**config.mk**
```make
export PLATFORM = sky130hd
export DESIGN_NAME = adc_chan_sar
export DESIGN_NICKNAME = d
export VERILOG_FILES = /design/src/rtl/adcq_pkg.sv /design/src/rtl/adcq_route.sv /design/src/rtl/adcq_chan_ptr.sv /design/src/rtl/adcq_sar.sv /design/src/rtl/adc_chan_sar.sv
export SDC_FILE = /design/constraint.sdc
export NUM_CORES = 1
export LEC_CHECK = 0
export ABC_CLOCK_PERIOD_IN_PS = 1800
export BUFFER_PORTS_ARGS = -buffer_cell sky130_fd_sc_hd__buf_4
export CAP_MARGIN = 40
export CELL_PAD_IN_SITES_DETAIL_PLACEMENT = 1
export CELL_PAD_IN_SITES_GLOBAL_PLACEMENT = 1
export CORE_MARGIN = 4
export CORE_UTILIZATION = 40
export CTS_CLUSTER_SIZE = 12
export DETAILED_ROUTE_END_ITERATION = 8
export PLACE_DENSITY = 0.79
export SLEW_MARGIN = 20
export SYNTH_ARGS = -nofsm -noshare
export SYNTH_HDL_FRONTEND = slang
export SYNTH_SLANG_ARGS = --single-unit
```
**constraint.sdc**
```tcl
create_clock -name clk -period 1.8 [get_ports clk]
set_input_delay 0.27 -clock clk [delete_from_list [all_inputs] [get_ports clk]]
set_output_delay 0.27 -clock clk [all_outputs]
set_load 0.01 [all_outputs]
```
**src/rtl/adcq_pkg.sv**
```systemverilog
package adcq_pkg;
  localparam int CH_W = 2;

  typedef enum logic [1:0] {
    MODE_SE4   = 2'b00,
    MODE_DIFF3 = 2'b01,
    MODE_MIX   = 2'b10,
    MODE_DIFF2 = 2'b11
  } in_mode_e;

  typedef struct packed {
    logic [CH_W-1:0] pos;
    logic [CH_W-1:0] neg;
    logic            diff;
  } route_t;

  // highest channel index a mode offers
  function automatic logic [CH_W-1:0] last_chan(in_mode_e m);
    case (m)
      MODE_SE4:             return 2'd3;
      MODE_DIFF3, MODE_MIX: return 2'd2;
      default:              return 2'd1;
    endcase
  endfunction
endpackage

```
**src/rtl/adcq_route.sv**
```systemverilog
module adcq_route
  import adcq_pkg::*;
(
  input  in_mode_e        mode,
  input  logic [CH_W-1:0] chan,
  output route_t          route
);
  always_comb begin
    route = '0;
    case (mode)
      MODE_SE4: route.pos = chan;
      MODE_DIFF3: begin
        route.pos  = chan;
        route.neg  = 2'd3;
        route.diff = 1'b1;
      end
      MODE_MIX: begin
        route.pos = chan;
        if (chan == 2'd2) begin
          route.neg  = 2'd3;
          route.diff = 1'b1;
        end
      end
      default: begin
        route.diff = 1'b1;
        if (chan == 2'd0) begin
          route.pos = 2'd0;
          route.neg = 2'd1;
        end else begin
          route.pos = 2'd2;
          route.neg = 2'd3;
        end
      end
    endcase
  end
endmodule

```
**src/rtl/adcq_chan_ptr.sv**
```systemverilog
module adcq_chan_ptr
  import adcq_pkg::*;
(
  input  logic            clk,
  input  logic            rst_n,
  input  logic            load,
  input  logic [CH_W-1:0] load_chan,
  input  in_mode_e        load_mode,
  input  in_mode_e        cur_mode,
  input  logic            step_up,
  output logic [CH_W-1:0] chan
);
  logic [CH_W-1:0] lim_load, lim_cur;

  assign lim_load = last_chan(load_mode);
  assign lim_cur  = last_chan(cur_mode);

  always_ff @(posedge clk or negedge rst_n) begin
    if (!rst_n) begin
      chan <= '0;
    end else if (load) begin
      chan <= (load_chan > lim_load) ? lim_load : load_chan;
    end else if (step_up) begin
      chan <= (chan >= lim_cur) ? '0 : chan + 1'b1;
    end
  end

  // the stored channel never exceeds what the mode offers
  p_chan_in_range_r7: assert property (@(posedge clk) disable iff (!rst_n)
    chan <= last_chan(cur_mode));
endmodule

```
**src/rtl/adcq_sar.sv**
```systemverilog
module adcq_sar #(
  parameter int W = 8
) (
  input  logic         clk,
  input  logic         rst_n,
  input  logic         start,
  input  logic         cmp_ge,
  input  logic         diff,
  output logic         busy,
  output logic         finishing,
  output logic [W-1:0] trial,
  output logic [W-1:0] result,
  output logic         done
);
  localparam int          SW  = (W > 1) ? $clog2(W) : 1;
  localparam logic [W-1:0] MID = {1'b1, {(W-1){1'b0}}};

  logic [SW-1:0] step;
  logic [W-1:0]  decided;

  assign finishing = busy && (step == '0);

  // resolve the bit under trial and arm the next lower one
  always_comb begin
    decided = trial;
    for (int i = 0; i < W; i++) begin
      if (i == int'(step))     decided[i] = cmp_ge;
      if (i + 1 == int'(step)) decided[i] = 1'b1;
    end
  end

  always_ff @(posedge clk or negedge rst_n) begin
    if (!rst_n) begin
      busy   <= 1'b0;
      step   <= '0;
      trial  <= '0;
      result <= MID;
      done   <= 1'b0;
    end else begin
      done <= 1'b0;
      if (busy) begin
        trial <= decided;
        if (step == '0) begin
          busy   <= 1'b0;
          done   <= 1'b1;
          result <= diff ? {~decided[W-1], decided[W-2:0]} : decided;
        end else begin
          step <= step - 1'b1;
        end
      end else if (start) begin
        busy  <= 1'b1;
        trial <= MID;
        step  <= SW'(W-1);
      end
    end
  end

  // steps descend one per cycle; a new start cannot reload them
  p_step_descends_r12: assert property (@(posedge clk) disable iff (!rst_n)
    busy && step != '0 |=> busy && step == $past(step) - 1'b1);
  // each conversion opens at mid-scale
  p_first_trial_r10: assert property (@(posedge clk) disable iff (!rst_n)
    $rose(busy) |-> trial == MID);
  // the strobe follows the last busy cycle
  p_done_after_busy_r9: assert property (@(posedge clk) disable iff (!rst_n)
    done |-> !busy && $past(busy));
  // result only moves with the strobe
  p_result_held_r11: assert property (@(posedge clk) disable iff (!rst_n)
    !done |-> $stable(result));
endmodule

```
**src/rtl/adc_chan_sar.sv**
```systemverilog
module adc_chan_sar
  import adcq_pkg::*;
#(
  parameter int DATA_W = 8
) (
  input  logic              clk,
  input  logic              rst_n,
  input  logic              ctrl_wr,
  input  logic [7:0]        ctrl_data,
  input  logic              dac_wr,
  input  logic [DATA_W-1:0] dac_data,
  input  logic              conv_start,
  input  logic              cmp_ge,
  output logic [1:0]        mux_pos,
  output logic [1:0]        mux_neg,
  output logic              diff_sel,
  output logic [1:0]        chan_sel,
  output logic [DATA_W-1:0] dac_code,
  output logic              hold,
  output logic              aout_en,
  output logic              osc_en,
  output logic              busy,
  output logic [DATA_W-1:0] result,
  output logic              result_done
);
  localparam logic [DATA_W-1:0] MID = {1'b1, {(DATA_W-1){1'b0}}};

  logic              out_on_q, autoinc_q;
  in_mode_e          mode_q;
  logic [DATA_W-1:0] dac_reg;
  logic [DATA_W-1:0] trial;
  logic              finishing;
  logic [CH_W-1:0]   chan;
  route_t            route;
  logic              unused_ctrl;

  assign unused_ctrl = ctrl_data[7] ^ ctrl_data[3];

  always_ff @(posedge clk or negedge rst_n) begin
    if (!rst_n) begin
      out_on_q  <= 1'b0;
      autoinc_q <= 1'b0;
      mode_q    <= MODE_SE4;
    end else if (ctrl_wr) begin
      out_on_q  <= ctrl_data[6];
      autoinc_q <= ctrl_data[2];
      mode_q    <= in_mode_e'(ctrl_data[5:4]);
    end
  end

  always_ff @(posedge clk or negedge rst_n) begin
    if (!rst_n)      dac_reg <= '0;
    else if (dac_wr) dac_reg <= dac_data;
  end

  adcq_chan_ptr u_ptr (
    .clk       (clk),
    .rst_n     (rst_n),
    .load      (ctrl_wr),
    .load_chan (ctrl_data[1:0]),
    .load_mode (in_mode_e'(ctrl_data[5:4])),
    .cur_mode  (mode_q),
    .step_up   (finishing && autoinc_q),
    .chan      (chan)
  );

  adcq_route u_route (
    .mode  (mode_q),
    .chan  (chan),
    .route (route)
  );

  adcq_sar #(.W(DATA_W)) u_sar (
    .clk       (clk),
    .rst_n     (rst_n),
    .start     (conv_start),
    .cmp_ge    (cmp_ge),
    .diff      (route.diff),
    .busy      (busy),
    .finishing (finishing),
    .trial     (trial),
    .result    (result),
    .done      (result_done)
  );

  assign mux_pos  = route.pos;
  assign mux_neg  = route.neg;
  assign diff_sel = route.diff;
  assign chan_sel = chan;
  assign hold     = busy;
  assign dac_code = busy ? trial : dac_reg;
  assign aout_en  = out_on_q;
  assign osc_en   = out_on_q | busy;

  // single-ended channels leave the negative select at input 0
  p_se_neg_zero_r3: assert property (@(posedge clk) disable iff (!rst_n)
    !diff_sel |-> mux_neg == 2'd0);
  // a differential pair never uses one input twice
  p_diff_pair_r6: assert property (@(posedge clk) disable iff (!rst_n)
    diff_sel |-> mux_neg != mux_pos);
  // the DAC shows mid-scale when the hold begins
  p_hold_mid_r10: assert property (@(posedge clk) disable iff (!rst_n)
    $rose(hold) |-> dac_code == MID);
endmodule

```
==> key figures, run 1 <==
Yosys
  • Ys Warns: 0
  • Number of enable flip-flop cells after synthesis: 0
  • Synthesized net count: 223
  • Syn Area/Cell: 10.4 um^2
  • Area contributors post-synth: dfrtp_1, mux2_2, ha_1, nand2_1, mux2i_1
  • Post-synth cell types: 40
  • Post-synthesis cell count: around 190
  • Top cell type's share of synthesized area: 43.9%
  • Top cells by count, synth: dfrtp_1, mux2_2, nand2_1, ha_1, nor2_1
  • Ys async rst share: 100%
  • Synthesized cell area: 0.00194 mm^2
  • Post-synth top area cell: dfrtp_1
  • Sequential-to-total area share from yosys stat: 45.2%
  • #FFs+latches synth: 35
  • Most used flip-flop cell after synthesis: dfrtp_1
  • Top-count cell post-synth: dfrtp_1

Detailed routing
  • Via Count: 1557
  • ANT nets after route: 0
  • Post-route DRC violation count: 0
  • DRT Wirelength: 5030 um
  • Wire per inst: 16.2 um
  • DR pass1 iterations: 4
  • First DRT Iteration DRCs: 92
  • Via density: roughly 5

CTS
  • CTS tree: done
  • Reg clk slew, reported paths: 0.07 ns
  • Clk buf depth: 2
  • H-tree depth: 2
  • Root Buffer: clkbuf_8
  • Clock sinks: 35
  • CTS Buf Count: 5
  • Worst skew pair latency: 0.29 ns

Place
  • Port buffer count: 47
  • Worst slack, placed: between 0.06 and 0.07 ns
  • Placed Area: 0.00238 mm^2
  • Final GP Congestion: 0.806
  • DP HPWL: between 3000 and 4000 um

Setup path
  • Startpoint types: flip-flop
  • Worst path arrival time: 1.61 ns
  • Crit Path Max Fanout: 3
  • Crit path kind: flip-flop to output port
  • Nature of the critical path endpoint: output port
  • Req. time, crit path: around 1.5 ns

Status
  • Failing checks: negative setup slack
  • Status: finished, violations left

STA
  • Pins Over Slew Limit: 0
  • Fin crit share: 104%
  • # setup viols final: 3
  • Final Hold Slack: between 0.2 and 0.25 ns
  • Setup slack after layout: -0.0785 ns
  • Least-Margin Pin Slew: around 0.45 ns
  • Relative slew slack: 70.0%
  • Min Tclk post-route: 1.88 ns
  • Fmax: 532 MHz
  • Final Hold Fails: 0
  • Max Clock Skew: between 0.009 and 0.01 ns
  • RSZ-0062 raised after global routing: true

Global route
  • Gr usage total: between 15 and 20%
  • Largest net degree at the start of global routing: 36
  • Vias in the first global route: 1616
  • Number of antenna violations at the first check in global routing: 0
  • Wire length of the first global-routing pass: 8080 um
  • Total gr overflow: 0

Power and ir drop
  • Power Total: 0.00423 W
  • Static Leak: 1.24 nW
  • Peak VDD IR: 564 uV
  • Power Density: around 1600 mW/mm^2

Layout
  • Area grow syn2layout: 33.4%
  • Post-layout util: 54.8%
  • N_diodes: 0
  • Cell area after layout: between 0.002 and 0.003 mm^2
  • Final Net Count: roughly 280
  • Layout cells sized above 1: 41.6%

Floorplan
  • Horiz. Die Dim: 77.6 um
  • # rows: 25
  • IO Count: 50
  • Initial core utilization: 41.1%
  • Core area: 0.00472 mm^2
  • Die ar.: 0.00603 mm^2
  • DIE HEIGHT: 77.6 um

Hold path
  • Min-delay worst type: primary input to flip-flop

Flow run
  • Max Cap Viol: 0
-- worst max-delay path, cell delays in order, from the launching register on --
cell and delay, ns:
dfrtp_1 0.37, inv_2 0.05, ha_2 0.16, and3b_2 0.21
or3_4 0.39, buf_6 0.14
-- final timing paths --
| check | from | end | slack (ns) | cells after the start |
|---|---|---|---|---|
| hold reg to reg | u_sar.result[0] | u_sar.result[0] | 0.47 | 2 |
| setup reg to reg | u_ptr.chan[0] | u_sar.result[7] | 0.02 | 7 |
| max in group asynchronous | rst_n | u_sar.result[7] | 0.98 | 2 |
| min in group asynchronous | rst_n | u_sar.result[1] | 0.47 | 2 |
| setup / recovery | u_ptr.chan[0] | diff_sel | -0.08 | 5 |
| hold / removal | conv_start | u_sar.trial[0] | 0.21 | 2 |
-- cell type report --
type / count / area, um^2
clock buffer: 6 / 82.6
clock inverter: 2 / 35.0
fill: 540 / 2140
inverter: 12 / 47.5
multi-input combinational: 130 / 1000
sequential: 35 / 877
tap: 67 / 83.8
timing repair buffer: 58 / 458
-- metrics by stage --
step / cells / setup TNS, ns
finish: 310 / -0.168
CTS: 309 / -0.124
detailed placement: 297 / 0
global route: 310 / -0.389
global placement: 297 / 0
floorplan: 186 / 0
-- placed cells by master, fill, tap and decap left out, types with 2 or more instances in the layout --
| master | synthesis | routed |
|---|---|---|
| nand2b_1 | 3 | 3 |
| nand2_1 | 18 | 18 |
| o21ai_1 | 0 | 2 |
| inv_1 | 10 | 8 |
| ha_4 | 0 | 2 |
| o211ai_1 | 2 | 2 |
| buf_6 | 0 | 2 |
| o21ai_0 | 11 | 9 |
| mux2_2 | 20 | 20 |
| a31oi_1 | 3 | 3 |
| dfrtp_1 | 34 | 34 |
| ha_1 | 15 | 12 |
| inv_2 | 1 | 3 |
| o22ai_1 | 4 | 4 |
| mux2i_1 | 6 | 6 |
| nand3_1 | 2 | 2 |
| nor2_1 | 14 | 13 |
| clkbuf_8 | 0 | 6 |
| buf_4 | 3 | 54 |
| o21bai_1 | 2 | 2 |
| nor3_1 | 3 | 3 |
| a21oi_1 | 9 | 9 |
-- power by group --
group	internal [W]	switching, W	total (W)
Sequential	0.00108	0.000246	0.00133
Combinational	0.00107	0.00110	0.00217
Clock	0.000448	0.000293	0.000741
Total	0.00260	0.00164	0.00423
-- logic make-up after synthesis --
group,count (synthesis),synth area share [%]
buf+inv,21,4.97
xor+xnor,2,0.903
compound gates,38,12.0
flops,35,45.2
fa+ha+maj,15,9.68
mux,27,15.4
simple gates,48,11.8
-- layer usage --
| layer | vias to the layer above | wire length, um | global-route usage, % |
|---|---|---|---|
| li1 | 761 | - | - |
| met1 | 757 | 2290 | 22.0 |
| met2 | 32 | 2460 | 28.0 |
| met3 | 7 | 196 | 4.18 |
| met4 | 0 | 78 | 6.41 |
| met5 | - | 0 | 0 |
-- timing repair --
item                                   CTS  global route
pin swaps                                2             3
setup endpoints to repair                2             8
hold buffers                             1             0
endpoints found under the hold margin   34             0
gates resized for setup                  8             6
setup buffers                            3             1
Power figures use the tool's default switching activity.
==> run 2: changes to the inputs <==
SETUP_SLACK_MARGIN = 0.2   (was unset)
==> run 2 against run 1 <==
  * Combinational power is 26% higher
  * The run still ends with negative setup slack left
  * Flip-flop and latch count unchanged
  * Via count up 4.9%
  * Clock skew fell by 0.00078 ns
  * Critical path type unchanged
  * Final area is 7.8% higher
  * Sequential power up 3%
  * First-iteration DRC count fell by 24%
  * Total power grew 14%
  * Register-to-register slack barely moved
  * Critical endpoint unchanged
==> key figures, run 2 (synthesized netlist as in run 1, its figures left out) <==
Global route
  • Number of antenna violations at the first check in global routing: 0
  • Total gr overflow: 0
  • Wire length of the first global-routing pass: roughly 8400 um
  • Gr usage total: 17.9%
  • Vias in the first global route: 1675
  • Largest net degree at the start of global routing: 36

Setup path
  • Crit Path Max Fanout: 3
  • Crit path kind: flip-flop to output port
  • Startpoint types: flip-flop
  • Nature of the critical path endpoint: output port
  • Req. time, crit path: 1.53 ns
  • Slowest stage delay, CP: about 0.38 ns
  • Crit-path slowest cell: dfrtp_1
  • Buf/Inv on CP: 2
  • Worst path cell trace: inv_2, ha_2, and3b_1, or3_4, buf_6
  • CP delay by family, top: simple AND/OR/NAND/NOR gates
  • Worst path arrival time: about 1.6 ns

Layout
  • N_diodes: 0
  • Post-layout util: around 59%
  • Commonest non-fill, non-tap cells in the layout: buf_4, dfrtp_1, nand2_1, nor2_1, buf_6
  • Fillers: 517
  • Most common cell after layout, fill and taps aside: buf_4
  • Area grow syn2layout: 43.7%
  • Layout cells sized above 1: 47.6%
  • Final Net Count: 286

STA
  • Total negative slack: -0.227 ns
  • RSZ-0062 raised after global routing: true
  • Fmax: 529 MHz
  • # setup viols final: 3
  • Pins Over Slew Limit: 0
  • Setup slack after layout: -0.0918 ns
  • Least-Margin Pin Slew: 0.450 ns
  • Min Tclk post-route: 1.89 ns
  • Max Clock Skew: 0.00890 ns
  • Final Hold Fails: 0
  • Relative slew slack: between 70 and 80%
  • Fin crit share: 105%

Detailed routing
  • Post-route DRC violation count: 0
  • DRT Wirelength: 5760 um
  • First DRT Iteration DRCs: 70
  • Wire per inst: between 15 and 20 um
  • DR pass1 iterations: 6
  • ANT nets after route: 0
  • Via Count: 1634
  • Via density: 5.15

CTS
  • Reg clk slew, reported paths: 0.07 ns
  • H-tree depth: 2
  • Worst skew pair latency: 0.30 ns
  • CTS Buf Count: 5
  • Clk buf depth: 2
  • Root Buffer: clkbuf_8
  • Clock sinks: 35
  • CTS tree: done

Place
  • Final GP Congestion: 0.766
  • Port buffer count: 47
  • DP HPWL: 3300 um

Floorplan
  • Initial core utilization: 41.1%
  • Horiz. Die Dim: 77.6 um
  • IO Count: 50
  • # rows: 25
  • DIE HEIGHT: 77.6 um
  • Core area: 0.00472 mm^2
  • Die ar.: 0.00603 mm^2

Power and ir drop
  • Peak VDD IR: 888 uV
  • Power Density: 1730 mW/mm^2
  • Static Leak: roughly 1.3 nW

Flow run
  • Max Cap Viol: 0

Hold path
  • Min-delay worst type: primary input to flip-flop

Status
  • Failing checks: negative setup slack
  • Status: finished, violations left
## run 2: changes by cell type in the layout (fill, tap and decap cells not counted), moves of 3 or more
cell,change
buf_6,+11
ha_1,-4
mux2_4,+8
mux2_2,-8
buf_4,-5
dfrtp_1,-3
## run 2: power by group
part           leakage (nW)  total [W]  internal, W  switching, W
sequential            0.408    0.00137      0.00109      0.000277
clock                0.0581   0.000722     0.000412      0.000309
combinational         0.868    0.00274      0.00143       0.00131
## run 2: area by class of cell
cell class              instances  area [um^2]  area share, %
clock inverters                 3         43.8           1.57
inverters                      12         52.6           1.89
flip-flops and latches         35          883           31.7
multi-input cells             130         1100           39.3
repair buffers                 65          559           20.1
well taps                      67         83.8           3.01
clock buffers                   5         68.8           2.47
## run 2: repair_timing
item | 4_1_cts | 5_1_grt
pin swaps | 6 | 6
gates cloned | 0 | 0
buffers inserted | 11 | 3
hold buffers | 1 | 0
setup endpoints to repair | 21 | 24
endpoints found under the hold margin | 34 | 0
gates resized for setup | 36 | 13
## run 2: final timing paths
check / startpoint / to / slack, ns / depth (start not counted)
min: dac_data[2] / dac_reg[2] / 0.20 / 2
max: u_ptr.chan[0] / diff_sel / -0.09 / 5
min reg2reg: u_sar.result[0] / u_sar.result[0] / 0.48 / 2
min in group asynchronous: rst_n / u_sar.result[5] / 0.46 / 2
max reg2reg: u_ptr.chan[0] / u_sar.result[7] / 0.01 / 7
max in group asynchronous: rst_n / u_sar.busy / 0.98 / 2
## run 2: worst reg2reg max path, stage by stage, from the launching register on
cell	delay (ns)
dfrtp_1	0.38
inv_2	0.06
ha_2	0.18
and3b_1	0.21
or3_4	0.36
buf_4	0.15
xnor2_1	0.11
mux2_2	0.27
## run 2: per-layer routing
metal	global-route usage, %	part of all wire, %
met2	29.0	50
met4	6.94	3.3
met1	23.6	43
met5	0	0
met3	3.13	4.0
## run 2: stage by stage
stage / setup WS [ns] / std cells / area [um^2] / total power (W) / hold WS, ns
4_1_cts: -0.0570 / 314 / 2710 / 0.00457 / 0.201
3_5_place_dp: 0.00793 / 294 / 2360 / 0.00341 / 0.256
2_1_floorplan: 0.162 / 186 / 1950 / 0.00260 / -0.0256
6_report: -0.0918 / 317 / 2790 / 0.00483 / 0.204
5_1_grt: -0.166 / 317 / 2790 / 0.00515 / 0.200
3_3_place_gp: 0.111 / 294 / 2360 / 0.00333 / 0.248
==> run 3: changes to the inputs <==
--- a/constraint.sdc
+++ b/constraint.sdc
@@ -3,2 +3,2 @@
 set_output_delay 0.27 -clock clk [all_outputs]
-set_load 0.01 [all_outputs]
+set_load 0.1 [all_outputs]
==> run 3 against run 2 <==
  * The flow still finishes with violations (negative setup slack)
  * Count of clock-buffer cells in the layout up 1
  * Critical path depth down 1
  * Clock skew up 0.0011 ns
  * Sequential share of layout area down 3.2 points
  * First-iteration DRC count up 87%
==> key figures, run 3 (synthesized netlist as in run 1, its figures left out) <==
Layout
  • Final Net Count: 297
  • N_diodes: 0
  • Non-Filler Instances: 328
  • Area grow syn2layout: 61.9%
  • Most common cell after layout, fill and taps aside: buf_4
  • Layout cells sized above 1: 54.8%
  • Commonest non-fill, non-tap cells in the layout: buf_4, dfrtp_1, nand2_1, buf_12, buf_6

Detailed routing
  • Wire per inst: 20.9 um
  • Via Count: 1735
  • Via density: roughly 5.3
  • Post-route DRC violation count: 0
  • DR pass1 iterations: 4
  • First DRT Iteration DRCs: 131
  • DRT Wirelength: 6870 um
  • ANT nets after route: 0

Floorplan
  • Die ar.: around 0.0060 mm^2
  • IO Count: 50
  • Initial core utilization: 41.1%
  • # rows: 25
  • Horiz. Die Dim: around 78 um
  • Core area: roughly 0.0047 mm^2
  • DIE HEIGHT: 77.6 um

STA
  • Fmax: 508 MHz
  • Least-Margin Pin Slew: 0.470 ns
  • # setup viols final: 5
  • Relative slew slack: roughly two thirds
  • Fin crit share: 109%
  • Pins Over Slew Limit: 0
  • Max Clock Skew: 0.0100 ns
  • RSZ-0062 raised after global routing: true
  • Setup slack after layout: -0.170 ns
  • Min Tclk post-route: approximately 2 ns
  • Total negative slack: -0.680 ns
  • Final Hold Fails: 0

Setup path
  • Crit path kind: flip-flop to output port
  • Req. time, crit path: 1.53 ns
  • Crit-path slowest cell: dfrtp_2
  • RR Startpoint: mode_q[1]
  • CP delay by family, top: simple AND/OR/NAND/NOR gates
  • Worst path cell trace: ha_4, and3b_1, or3_4, buf_12
  • Stages on the worst setup path: 4
  • Startpoint types: flip-flop
  • Crit Path Max Fanout: 4
  • Buf/Inv on CP: 1
  • Worst path arrival time: 1.70 ns
  • Reg2Reg Depth: 7
  • R2r endpoint: u_sar.result[7]
  • R2R Setup Slk: -0.12 ns
  • Slowest stage delay, CP: 0.47 ns
  • Nature of the critical path endpoint: output port

CTS
  • CTS Buf Count: 5
  • Worst skew pair latency: 0.31 ns
  • H-tree depth: 2
  • Root Buffer: clkbuf_8
  • Clock sinks: 35
  • Clk buf depth: 2
  • CTS tree: done
  • Reg clk slew, reported paths: 0.08 ns

Global route
  • Wire length of the first global-routing pass: roughly 11000 um
  • Vias in the first global route: a little under 2000
  • Gr usage total: about 25%
  • Largest net degree at the start of global routing: 36
  • Number of antenna violations at the first check in global routing: 0
  • Total gr overflow: 0

Hold path
  • Hold endpoint: aout_en
  • Worst hold start: ctrl_data[6]
  • Min-delay worst type: primary input to flip-flop
  • Worst hold path depth: 2

Place
  • Cell count after placement: about 300
  • DP HPWL: 3430 um
  • Final GP Congestion: about 0.80
  • Port buffer count: 47

Status
  • Status: finished, violations left
  • Failing checks: negative setup slack

Flow run
  • Max Cap Viol: 0
## run 3: repair_timing
| item | CTS | global route |
|---|---|---|
| hold buffers | 1 | 0 |
| endpoints found under the hold margin | 34 | 0 |
| setup buffers | 22 | 2 |
| gates resized for setup | 66 | 27 |
| setup endpoints to repair | 22 | 30 |
| pin swaps | 8 | 4 |
## run 3: cell type report
cell class / count / area [um^2]
repair buffers: 76 / 830
multi-input cells: 130 / 1190
clock buffers: 6 / 72.6
well taps: 67 / 83.8
flip-flops and latches: 35 / 895
fillers: 479 / 1580
clock inverters: 2 / 12.5
inverters: 12 / 55.1
## run 3: how the worst max path moves through the flow
| stage | slack [ns] | from | endpoint |
|---|---|---|---|
| after floorplan | -0.21 | u_ptr.chan[0] | mux_neg[0] |
| after detailed placement | 0.04 | mode_q[0] | u_ptr.chan[1] |
| after global routing | -0.22 | mode_q[0] | diff_sel |
| after global placement | 0.09 | mode_q[0] | u_ptr.chan[0] |
| after CTS | -0.13 | u_ptr.chan[1] | diff_sel |
| final | -0.17 | mode_q[1] | diff_sel |
## run 3: metal layers
layer	track usage [%]	up-vias	wire length [um]
met3	5.92	19	344
met2	40.2	62	3490
met4	12.3	0	230
met1	30.3	860	2800
li1	-	794	-
met5	0	-	0
## run 3: metrics by stage
stage | utilization [%] | setup WS (ns) | instance area (um^2) | hold WS (ns)
2_1_floorplan | - | -0.212 | 2080 | -0.0256
3_3_place_gp | 52.5 | 0.0944 | 2480 | 0.255
3_5_place_dp | 52.5 | 0.0385 | 2480 | 0.256
4_1_cts | 63.8 | -0.132 | 3010 | 0.188
5_1_grt | 66.5 | -0.217 | 3140 | 0.206
6_report | 66.5 | -0.170 | 3140 | 0.197
Power of run 3 is not shown: default switching activity piles up to over one toggle a cycle in this logic, so the estimate is an artifact.
